## src/rtl/twi_pkg.sv

```systemverilog
package twi_pkg;
   typedef enum logic [2:0] {
      PH_IDLE,
      PH_DEV,
      PH_AHI,
      PH_ALO,
      PH_WDAT,
      PH_RDAT
   } phase_t;
endpackage

```

## src/rtl/twi_sync.sv

```systemverilog
module twi_sync #(
   parameter int W       = 2,
   parameter int STAGES  = 2,
   parameter logic [W-1:0] RST_VAL = '1
) (
   input  logic         clk,
   input  logic         rst_n,
   input  logic [W-1:0] d,
   output logic [W-1:0] q
);
   generate
      if (STAGES < 2) begin : g_bad_stages
         $error("twi_sync: STAGES must be at least 2");
      end
   endgenerate

   logic [STAGES-1:0][W-1:0] pipe;

   always_ff @(posedge clk or negedge rst_n) begin
      if (!rst_n) pipe <= {STAGES{RST_VAL}};
      else        pipe <= {pipe[STAGES-2:0], d};
   end

   assign q = pipe[STAGES-1];
endmodule

```

## src/rtl/twi_line_events.sv

```systemverilog
module twi_line_events (
   input  logic clk,
   input  logic rst_n,
   input  logic scl_s,
   input  logic sda_s,
   output logic scl_rise,
   output logic scl_fall,
   output logic start_ev,
   output logic stop_ev
);
   logic scl_q, sda_q;

   always_ff @(posedge clk or negedge rst_n) begin
      if (!rst_n) begin
         scl_q <= 1'b1;
         sda_q <= 1'b1;
      end else begin
         scl_q <= scl_s;
         sda_q <= sda_s;
      end
   end

   assign scl_rise = scl_s & ~scl_q;
   assign scl_fall = ~scl_s & scl_q;
   assign start_ev = scl_s & scl_q & sda_q & ~sda_s;
   assign stop_ev  = scl_s & scl_q & ~sda_q & sda_s;
endmodule

```

## src/rtl/twi_mem_slave.sv

```systemverilog
module twi_mem_slave
   import twi_pkg::*;
#(
   parameter int DATA_W      = 8,
   parameter int ADDR_W      = 12,
   parameter int SEL_W       = 3,
   parameter int SYNC_STAGES = 2,
   parameter logic [DATA_W-SEL_W-2:0] TYPE_CODE = 4'b1010
) (
   input  logic              clk,
   input  logic              rst_n,
   input  logic              scl_i,
   input  logic              sda_i,
   input  logic [SEL_W-1:0]  sel_i,
   input  logic              busy_i,
   input  logic [DATA_W-1:0] rd_data_i,
   output logic              sda_oe_n,
   output logic              addr_load,
   output logic [ADDR_W-1:0] addr_o,
   output logic              wr_stb,
   output logic [DATA_W-1:0] wr_data_o,
   output logic              rd_req,
   output logic              commit
);
   localparam int CNT_W  = $clog2(DATA_W + 2);
   localparam int HI_W   = ADDR_W - DATA_W;
   localparam int TYPE_W = DATA_W - 1 - SEL_W;
   localparam logic [CNT_W-1:0] ACK_IDX = CNT_W'(DATA_W);
   localparam logic [CNT_W-1:0] NINTH   = CNT_W'(DATA_W + 1);

   generate
      if (HI_W < 1 || HI_W > DATA_W) begin : g_bad_addr
         $error("twi_mem_slave: ADDR_W must lie in DATA_W+1 .. 2*DATA_W");
      end
      if (TYPE_W < 1) begin : g_bad_type
         $error("twi_mem_slave: no room left for a type code");
      end
   endgenerate

   logic scl_s, sda_s;
   logic scl_rise, scl_fall, start_ev, stop_ev;

   twi_sync #(.W(2), .STAGES(SYNC_STAGES), .RST_VAL(2'b11)) u_sync (
      .clk   (clk),
      .rst_n (rst_n),
      .d     ({scl_i, sda_i}),
      .q     ({scl_s, sda_s})
   );

   twi_line_events u_evt (
      .clk      (clk),
      .rst_n    (rst_n),
      .scl_s    (scl_s),
      .sda_s    (sda_s),
      .scl_rise (scl_rise),
      .scl_fall (scl_fall),
      .start_ev (start_ev),
      .stop_ev  (stop_ev)
   );

   phase_t            ph;
   logic [DATA_W-1:0] sh;
   logic [CNT_W-1:0]  cnt;
   logic [HI_W-1:0]   a_hi;
   logic              drv_low, mack, rnw, dirty;
   logic [TYPE_W-1:0] type_field;
   logic              addr_hit, dev_phase;

   assign type_field = sh[DATA_W-1 -: TYPE_W];
   assign addr_hit   = (type_field == TYPE_CODE) && (sh[SEL_W:1] == sel_i) && !busy_i;
   assign dev_phase  = (ph == PH_DEV);
   assign sda_oe_n   = ~drv_low;

   always_ff @(posedge clk or negedge rst_n) begin
      if (!rst_n) begin
         ph        <= PH_IDLE;
         sh        <= '0;
         cnt       <= '0;
         a_hi      <= '0;
         drv_low   <= 1'b0;
         mack      <= 1'b0;
         rnw       <= 1'b0;
         dirty     <= 1'b0;
         addr_o    <= '0;
         wr_data_o <= '0;
         addr_load <= 1'b0;
         wr_stb    <= 1'b0;
         rd_req    <= 1'b0;
         commit    <= 1'b0;
      end else begin
         addr_load <= 1'b0;
         wr_stb    <= 1'b0;
         rd_req    <= 1'b0;
         commit    <= 1'b0;
         if (start_ev) begin
            ph      <= PH_DEV;
            cnt     <= '0;
            drv_low <= 1'b0;
            dirty   <= 1'b0;
         end else if (stop_ev) begin
            ph      <= PH_IDLE;
            cnt     <= '0;
            drv_low <= 1'b0;
            dirty   <= 1'b0;
            commit  <= dirty;
         end else if (ph != PH_IDLE) begin
            if (scl_rise) begin
               if (cnt < ACK_IDX) begin
                  if (ph != PH_RDAT) sh <= {sh[DATA_W-2:0], sda_s};
                  cnt <= cnt + 1'b1;
               end else if (cnt == ACK_IDX) begin
                  mack <= ~sda_s;
                  cnt  <= NINTH;
               end
            end else if (scl_fall) begin
               if (cnt == ACK_IDX) begin
                  unique case (ph)
                     PH_DEV: begin
                        if (addr_hit) begin
                           drv_low <= 1'b1;
                           rnw     <= sh[0];
                        end else begin
                           ph <= PH_IDLE;
                        end
                     end
                     PH_AHI: begin
                        drv_low <= 1'b1;
                        a_hi    <= sh[HI_W-1:0];
                     end
                     PH_ALO: begin
                        drv_low   <= 1'b1;
                        addr_o    <= {a_hi, sh};
                        addr_load <= 1'b1;
                     end
                     PH_WDAT: begin
                        drv_low   <= 1'b1;
                        wr_data_o <= sh;
                        wr_stb    <= 1'b1;
                        dirty     <= 1'b1;
                     end
                     default: drv_low <= 1'b0;
                  endcase
               end else if (cnt == NINTH) begin
                  cnt     <= '0;
                  drv_low <= 1'b0;
                  unique case (ph)
                     PH_DEV: begin
                        if (rnw) begin
                           ph      <= PH_RDAT;
                           sh      <= rd_data_i;
                           drv_low <= ~rd_data_i[DATA_W-1];
                           rd_req  <= 1'b1;
                        end else begin
                           ph <= PH_AHI;
                        end
                     end
                     PH_AHI: ph <= PH_ALO;
                     PH_ALO: ph <= PH_WDAT;
                     PH_RDAT: begin
                        if (mack) begin
                           sh      <= rd_data_i;
                           drv_low <= ~rd_data_i[DATA_W-1];
                           rd_req  <= 1'b1;
                        end else begin
                           ph <= PH_IDLE;
                        end
                     end
                     default: ph <= ph;
                  endcase
               end else if (ph == PH_RDAT && cnt != '0) begin
                  sh      <= {sh[DATA_W-2:0], 1'b0};
                  drv_low <= ~sh[DATA_W-2];
               end
            end
         end
      end
   end
endmodule

```

## config.mk

```make
export PLATFORM = sky130hd
export DESIGN_NAME = twi_mem_slave
export DESIGN_NICKNAME = d
export VERILOG_FILES = /design/src/rtl/twi_pkg.sv /design/src/rtl/twi_sync.sv /design/src/rtl/twi_line_events.sv /design/src/rtl/twi_mem_slave.sv
export SDC_FILE = /design/constraint.sdc
export NUM_CORES = 1
export LEC_CHECK = 0
export ABC_AREA = 1
export BUFFER_PORTS_ARGS = -buffer_cell sky130_fd_sc_hd__buf_4
export CORE_MARGIN = 2
export CORE_UTILIZATION = 60
export CTS_CLUSTER_SIZE = 40
export DETAILED_ROUTE_END_ITERATION = 7
export HOLD_SLACK_MARGIN = 0.05
export PLACE_DENSITY = 0.95
export SYNTH_ARGS = -nofsm -noshare
export SYNTH_HDL_FRONTEND = slang
export SYNTH_SLANG_ARGS = --single-unit
```

## constraint.sdc

```tcl
create_clock -name clk -period 4.2 [get_ports clk]
set_input_delay 0.63 -clock clk [delete_from_list [all_inputs] [get_ports clk]]
set_output_delay 0.63 -clock clk [all_outputs]
set_load 0.005 [all_outputs]
```

==> results.json, run 1 <==
{
  "initialDrtViolationCount": 142,
  "avgViaCountPerCell": 5.58,
  "r2r_setup_slack_ns": 1.87,
  "cp_max_fo": 21,
  "p_per_area_mw_per_mm2": 379,
  "core_mm2": 0.00409,
  "synth_seq_cells": 53,
  "worstSetupEndpointType": "flop",
  "r2r-start": "cnt[0]",
  "grt_use_met1": 0.326,
  "grt_busiest_layer": "met2",
  "cts_tree": "built",
  "async_reset_ff_frac": 1.00,
  "seqCellArea_mm2": 0.00133,
  "io_buffers": 40,
  "synthDistinctLibCells": 32,
  "fin_area_mm2": 0.00303,
  "yosys_warnings": 0,
  "regToRegEndpoint": "addr_o[8]",
  "rows": 23,
  "final_cell_mix": "91 x nand2_1, 47 x dfrtp_1, 40 x buf_4, 28 x inv_1, 22 x o21ai_0",
  "yosysSeqAreaShare": 0.513,
  "grt_overflow_total": 0,
  "arrival_ns": 2.52,
  "post_cts_buffers": 0,
  "grt_util_all_layers": 0.247,
  "drcViolationCount": 0,
  "status": "finished, final reports clean",
  "dr.pass1.iters": 5,
  "fmax_mhz": 430,
  "rr_worst_depth": 8,
  "start_util": 0.637,
  "grtUsageMet2": 0.404,
  "leakagePower_uw": 0.00155,
  "syn-cell-area_mm2": 0.00260,
  "synth_ff_type": "dfrtp_1",
  "syn_nets": 332,
  "final_layout_size_suffix_gt1_frac": 0.221,
  "p_total_uw": 1150,
  "antenna_found_initial": 0,
  "path_class": "flop to flop",
  "slew_viol_final": 0,
  "cts-root-buf": "clkbuf_8",
  "max_slew_margin": 0.521,
  "multi_input_comb_area_mm2": 0.00111,
  "routedWlPerCell_um": 14.1,
  "clkSinkCount": 53,
  "synthCells": 310,
  "finalCriticalPeriod_ns": 2.33,
  "fin_nets": 374,
  "setup-tns-final_ns": 0,
  "clock-skew-final_ns": 0.0130,
  "clockBufferDepth": 2,
  "hpwl_um": 4080,
  "antenna_left": 0,
  "dp_slack_ns": 1.90,
  "grt_pass1_vias": 2103,
  "cts_max_level": 2,
  "setup-violations-final": 0,
  "maxCapViolCount": 0,
  "rsz0062_at_grt": "false",
  "fp.dieH_um": 69.8,
  "worst_slack_ns": 1.87,
  "clkLatencyLatePin_ns": 0.32,
  "grt_max_degree": 54,
  "grt_pass1_wl_um": 9640,
  "cts_buffers": 5,
  "io_pins": 41,
  "avgSynthCellArea_um2": 8.39,
  "clk_pin_slew_ns": 0.10,
  "grt.met3_usage": 0.0509,
  "hold_buffers": 0,
  "vias": 2247,
  "irDropWorstVdd_mv": 0.346,
  "required_ns": 4.40,
  "hold_viol": 0,
  "finalWeightedCongestion": 0.877,
  "layout_commonest_cell": "nand2_1",
  "tightest_slew_ns": 0.717,
  "fill_cells": 303,
  "cts_resized": 0,
  "placed_area_mm2": 0.00293,
  "period_share": 0.554,
  "synth_edf_count": 0,
  "die_w_um": 69.8,
  "dieArea_mm2": 0.00488,
  "wl_um": 5700,
  "min_path_type": "input pin to asynchronous set/reset pin",
  "diodes": 0,
  "syn_to_final_growth_pct": 16.5,
  "start_kind": "flop"
}
-- metal layers --
metal	vias to the layer above	share of wire
met3	16	0.056
met2	86	0.49
met4	0	0.020
met5	-	0
li1	1087	-
met1	1058	0.43
-- flip-flops by register name (all words and copies together) (netlist names) --
signal / flops
commit: 1
drv_low: 1
dirty: 1
u_sync.q: 2
addr_o: 12
wr_stb: 1
sh: 8
ph: 3
wr_data_o: 8
mack: 1
a_hi: 4
u_evt.scl_q: 1
addr_load: 1
u_sync.pipe: 2
rnw: 1
rd_req: 1
cnt: 4
u_evt.sda_q: 1
-- cells by family (layout without fill, tap and decap cells) --
family	Yosys count	after routing	synth area share
compound gates	51	51	0.106
fa+ha+maj	6	6	0.0289
buf+inv	40	83	0.0620
flops	53	53	0.513
mux	4	4	0.0173
simple gates	156	156	0.273
-- worst max path at each step --
stage	cells after the start	startpoint	end	slack, ns
2_1_floorplan	9	u_sync.q[1]	sh[0]	2.34
3_3_place_gp	8	cnt[0]	addr_o[8]	2.01
3_5_place_dp	8	cnt[0]	addr_o[9]	1.90
4_1_cts	8	cnt[0]	addr_o[8]	1.89
5_1_grt	8	cnt[0]	addr_o[8]	1.71
6_report	8	cnt[0]	addr_o[8]	1.87
-- worst max-delay path, stage by stage, from the launching register on --
cell,delay (ns)
dfrtp_1,0.44
inv_1,0.12
ha_1,0.21
inv_1,0.09
nor2_4,0.17
nand2_1,0.08
nor2_2,0.16
nand2_1,0.45
mux2_1,0.49
-- area by class of cell --
class | instances | share of cell area
tap | 50 | 0.0206
multi-input combinational | 217 | 0.365
timing repair buffer | 40 | 0.0991
sequential | 53 | 0.440
inverter | 35 | 0.0433
clock buffer | 5 | 0.0227
clock inverter | 3 | 0.00949
-- cells in the mapped netlist, drive strengths merged, types with 6 or more instances --
library cell,n,area share
a21oi,6,0.013
dfrtp,47,0.45
dfstp,6,0.061
ha,6,0.029
inv,35,0.051
nand2,95,0.14
nand3,23,0.050
nor2,27,0.051
o21ai,39,0.075
-- metrics by stage --
| step | instances | util | hold slack [ns] |
|---|---|---|---|
| floorplan | 310 | - | 0.334 |
| global placement | 395 | 0.718 | 0.350 |
| detailed placement | 395 | 0.718 | 0.352 |
| CTS | 403 | 0.742 | 0.347 |
| global route | 403 | 0.742 | 0.371 |
| finish | 403 | 0.742 | 0.329 |
-- report_power, final --
group,total [µW],switching (µW),internal (µW)
clock network,308,183,125
registers,604,44.2,560
logic,236,159,76.6
(Power assumes the default switching activity.)
==> run 2, diff against run 1 <==
- CORE_UTILIZATION: 60 -> 51
- PLACE_DENSITY: 0.95 -> 0.87
- clock period: 4.2 -> 2.1 ns (I/O delays scaled with it)
==> results.json, run 2 (synthesis gave the netlist of run 1 again) <==
{
  "status": "finished, final reports clean",
  "largest_reg_flops": 12,
  "fp.dieH_um": 75.4,
  "grt_max_degree": 54,
  "tightest_slew_ns": 0.642,
  "cp_top_family": "simple AND/OR/NAND/NOR gates",
  "dieArea_mm2": 0.00569,
  "cpMostUsedCell": "inv_1",
  "rows": 25,
  "p_total_uw": 2290,
  "vias": 2235,
  "final_cell_mix": "90 x nand2_1, 47 x dfrtp_1, 46 x buf_4, 28 x inv_1, 22 x o21ai_0",
  "routedWlPerCell_um": 13.1,
  "hpwl_um": 4150,
  "cp_max_fo": 11,
  "cts-root-buf": "clkbuf_8",
  "p_int_uw": 1530,
  "clockBufferDepth": 2,
  "maxCapViolCount": 0,
  "cts_max_level": 2,
  "slowest_delay_ns": 0.44,
  "initialDrtViolationCount": 191,
  "grt_overflow_total": 0,
  "dr.pass1.iters": 4,
  "period_share": 0.930,
  "post_cts_buffers": 0,
  "crit_chain": "inv_1 -> ha_1 -> inv_1 -> nor2_4 -> nand2_1 -> nor2_2 -> nand2_2 -> mux2_1",
  "finalCriticalPeriod_ns": 1.95,
  "grt_pass1_vias": 2100,
  "arrival_ns": 2.15,
  "netSwitchingFraction": 0.335,
  "setup-tns-final_ns": 0,
  "core_mm2": 0.00482,
  "min_path_type": "input pin to flop",
  "p_comb_frac": 0.209,
  "leakagePower_uw": 0.00158,
  "io_pins": 41,
  "max_slew_margin": 0.572,
  "antenna_found_initial": 0,
  "layout_commonest_cell": "nand2_1",
  "syn_to_final_growth_pct": 19.6,
  "irDropWorstVdd_mv": 0.509,
  "worstSetupEndpointType": "flop",
  "antenna_left": 0,
  "avgViaCountPerCell": 5.23,
  "wl_um": 5610,
  "final_layout_size_suffix_gt1_frac": 0.236,
  "clkSinkCount": 53,
  "required_ns": 2.30,
  "grt_pass1_wl_um": 9440,
  "fin_nets": 381,
  "clkLatencyLatePin_ns": 0.32,
  "io_buffers": 40,
  "drcViolationCount": 0,
  "slew_viol_final": 0,
  "clockPowerShare": 0.267,
  "rsz0062_at_grt": "false",
  "slowest_stage": "dfrtp_1",
  "die_w_um": 75.4,
  "placed_area_mm2": 0.00300,
  "setup-violations-final": 0,
  "fin_area_mm2": 0.00311,
  "grt_util_all_layers": 0.218,
  "start_util": 0.540,
  "p_sw_uw": 768,
  "clock-skew-final_ns": 0.0158,
  "crit_buf_inv": 2,
  "start_kind": "flop",
  "cts_tree": "built",
  "timing.hold.ws_ns": 0.0890,
  "p_per_area_mw_per_mm2": 738,
  "finalWeightedCongestion": 0.895,
  "seq_power_share": 0.524,
  "path_class": "flop to flop",
  "clk_pin_slew_ns": 0.11,
  "fill_cells": 400,
  "top_regs": "addr_o (12), sh (8), wr_data_o (8)",
  "diodes": 0,
  "fmax_mhz": 512,
  "largest_register": "addr_o",
  "cts_buffers": 5,
  "hold_viol": 0
}
run 2: final timing paths:
kind / from / to / slack [ns] / cells after the start
worst min register to register: u_sync.pipe[0] / u_sync.q[0] / 0.37 / 0
min in group asynchronous: rst_n / sh[5] / 0.55 / 2
worst max register to register: cnt[0] / addr_o[8] / 0.15 / 8
worst min-delay path: scl_i / u_sync.pipe[1] / 0.09 / 1
worst max-delay path: cnt[0] / addr_o[8] / 0.15 / 8
max in group asynchronous: rst_n / cnt[2] / 1.11 / 2
run 2: metrics by stage:
| stage | setup slack [ns] | instances | util |
|---|---|---|---|
| floorplan | 0.242 | 310 | - |
| global placement | 0.154 | 418 | 0.623 |
| detailed placement | 0.0646 | 418 | 0.623 |
| CTS | 0.0494 | 427 | 0.645 |
| global route | 0.00865 | 427 | 0.646 |
| finish | 0.148 | 427 | 0.646 |
run 2: metal layers:
| layer | global-route usage | up-vias | wire length (µm) |
|---|---|---|---|
| met1 | 0.299 | 1058 | 2510 |
| met5 | 0 | - | 0 |
| met3 | 0.0410 | 7 | 299 |
| met2 | 0.357 | 64 | 2720 |
| met4 | 0.0663 | 0 | 82 |
| li1 | - | 1106 | - |
run 2: worst register-to-register path: stages (launching register included):
cell and delay [ns]:
dfrtp_1 0.44, inv_1 0.12, ha_1 0.21, inv_1 0.08, nor2_4 0.17, nand2_1 0.09
nor2_2 0.19, nand2_2 0.20, mux2_1 0.36
run 2: what timing repair did:
action	4_1_cts	5_1_grt
endpoints found under the hold margin	31	0
hold buffers	1	0
gates resized for setup	0	1
endpoints found under the setup margin	0	10
run 2: cell type report:
cell class	count	area [µm²]	share of cell area
Tap cell	67	83.8	0.0270
Clock inverter	3	28.8	0.00925
Inverter	35	131	0.0422
Multi-Input combinational cell	217	1110	0.356
Clock buffer	5	68.8	0.0221
Timing Repair Buffer	47	355	0.114
Sequential cell	53	1330	0.429
run 2: power groups by stage:
| stage | Combinational [µW] | Clock, µW | Sequential [µW] |
|---|---|---|---|
| 3_3_place_gp | 454 | 0 | 1210 |
| 2_1_floorplan | 321 | 0 | 1200 |
| 3_5_place_dp | 469 | 0 | 1220 |
| 4_1_cts | 477 | 624 | 1200 |
| 6_report | 479 | 613 | 1200 |
| 5_1_grt | 549 | 663 | 1220 |
==> run 3, diff against run 2 <==
- BUFFER_PORTS_ARGS: -buffer_cell sky130_fd_sc_hd__buf_4 -> unset
- CORE_UTILIZATION: 51 -> 56
- DONT_BUFFER_PORTS: unset -> 1
- PLACE_DENSITY: 0.87 -> 0.85
==> results.json, run 3 (synthesis gave the netlist of run 1 again) <==
{
  "hold_start": "rd_data_i[7]",
  "clkLatencyLatePin_ns": 0.31,
  "irDropWorstVdd_mv": 0.537,
  "seqCellArea_mm2": 0.00133,
  "setup-tns-final_ns": 0,
  "arrival_ns": 2.11,
  "status": "finished, final reports clean",
  "worstSetupEndpointType": "flop",
  "cts_buffers": 5,
  "vias": 2070,
  "grt_pass1_wl_um": 9230,
  "largest_register": "addr_o",
  "initialDrtViolationCount": 171,
  "grtUsageMet2": 0.360,
  "drcViolationCount": 0,
  "grt_busiest_layer": "met2",
  "clkSinkCount": 53,
  "grt_overflow_total": 0,
  "hpwl_um": 3950,
  "clockPowerShare": 0.270,
  "antenna_left": 0,
  "slew_viol_final": 0,
  "grt_max_degree": 54,
  "clockBufferDepth": 2,
  "diodes": 0,
  "fill_cells": 376,
  "layout_commonest_cell": "nand2_1",
  "multi_input_comb_area_mm2": 0.00112,
  "clk_pin_slew_ns": 0.11,
  "cts-root-buf": "clkbuf_8",
  "wl_um": 5440,
  "final_cell_mix": "88 x nand2_1, 47 x dfrtp_1, 28 x inv_1, 22 x o21ai_0, 21 x nor2_1",
  "routedWlPerCell_um": 14.6,
  "r2r-start": "cnt[0]",
  "timing.hold.ws_ns": 0.254,
  "min_path_type": "input pin to flop",
  "maxCapViolCount": 0,
  "post_cts_buffers": 0,
  "leakagePower_uw": 0.00141,
  "setup-violations-final": 0,
  "cp_max_fo": 8,
  "final_layout_size_suffix_gt1_frac": 0.143,
  "start_kind": "flop",
  "p_sw_uw": 750,
  "antenna_found_initial": 0,
  "required_ns": 2.30,
  "syn_to_final_growth_pct": 8.95,
  "grt.met3_usage": 0.0556,
  "rsz0062_at_grt": "false",
  "fin_nets": 342,
  "p_comb_frac": 0.198,
  "path_class": "flop to flop",
  "fin_cells": 373,
  "seq_power_share": 0.532,
  "max_slew_margin": 0.716,
  "grt_pass1_vias": 1960,
  "cp-startpoint": "cnt[0]",
  "tightest_slew_ns": 0.423,
  "finalCriticalPeriod_ns": 1.91,
  "avgViaCountPerCell": 5.55,
  "dr.pass1.iters": 4,
  "fp.dieH_um": 72.2,
  "p_int_uw": 1510,
  "grt_use_met1": 0.316,
  "io_buffers": 0,
  "r2r_setup_slack_ns": 0.19,
  "rows": 24,
  "netSwitchingFraction": 0.331,
  "top_regs": "addr_o (12), sh (8), wr_data_o (8)",
  "fmax_mhz": 523,
  "cts_max_level": 2,
  "clock-skew-final_ns": 0.0154,
  "dp.cells": 361,
  "core_mm2": 0.00441,
  "p_per_area_mw_per_mm2": 799,
  "io_pins": 41,
  "largest_reg_flops": 12,
  "cts_tree": "built",
  "grt_util_all_layers": 0.229,
  "start_util": 0.589,
  "die_w_um": 72.2,
  "period_share": 0.910,
  "hold_viol": 0,
  "finalWeightedCongestion": 0.871,
  "dieArea_mm2": 0.00521
}
run 3: power groups by stage:
stage	clock, µW	combinational [µW]	sequential, µW
2_1_floorplan	0	321	1200
3_3_place_gp	0	403	1210
3_5_place_dp	0	413	1220
4_1_cts	631	446	1200
5_1_grt	661	522	1220
6_report	611	449	1200
run 3: repair_timing:
| item | 4_1_cts | 5_1_grt |
|---|---|---|
| endpoints found under the setup margin | 0 | 21 |
| resized for setup | 0 | 4 |
| endpoints found under the hold margin | 55 | 0 |
| hold buffers | 4 | 0 |
run 3: per-stage QoR:
step           total power, µW  setup WS (ns)  instance area (µm²)  utilization
4_1_cts                   2280         0.0489                 2820        0.639
3_3_place_gp              1620          0.168                 2670        0.604
6_report                  2260          0.188                 2830        0.642
5_1_grt                   2400        0.00375                 2830        0.642
2_1_floorplan             1520          0.242                 2600            -
3_5_place_dp              1630         0.0746                 2670        0.604
run 3: worst max-delay path, stage by stage, from the launching register on:
cell and delay (ns):
dfrtp_1 0.43, inv_1 0.11, ha_1 0.21, inv_1 0.08, nor2_4 0.16, nand2_1 0.08, nor2_2 0.22, nand3_1 0.28
nand2_1 0.14, o21ai_0 0.09
run 3: cell type report:
| cell class | instances | area share |
|---|---|---|
| Sequential cell | 53 | 0.471 |
| Multi-Input combinational cell | 217 | 0.395 |
| Inverter | 35 | 0.0464 |
| Timing Repair Buffer | 8 | 0.0309 |
| Clock buffer | 5 | 0.0243 |
| Tap cell | 52 | 0.0230 |
| Clock inverter | 3 | 0.0102 |
run 3: path summary, 6_finish.rpt:
check	to	cells past startpoint
max in group asynchronous	u_evt.sda_q	2
hold reg to reg	u_sync.q[1]	0
setup / recovery	a_hi[0]	9
setup reg to reg	a_hi[0]	9
hold / removal	sh[7]	4
min in group asynchronous	addr_load	2
run 3: layer usage:
metal,part of all wire,up-vias
met1,0.45,976
li1,-,1027
met5,0,-
met4,0.0097,0
met3,0.065,4
met2,0.48,63
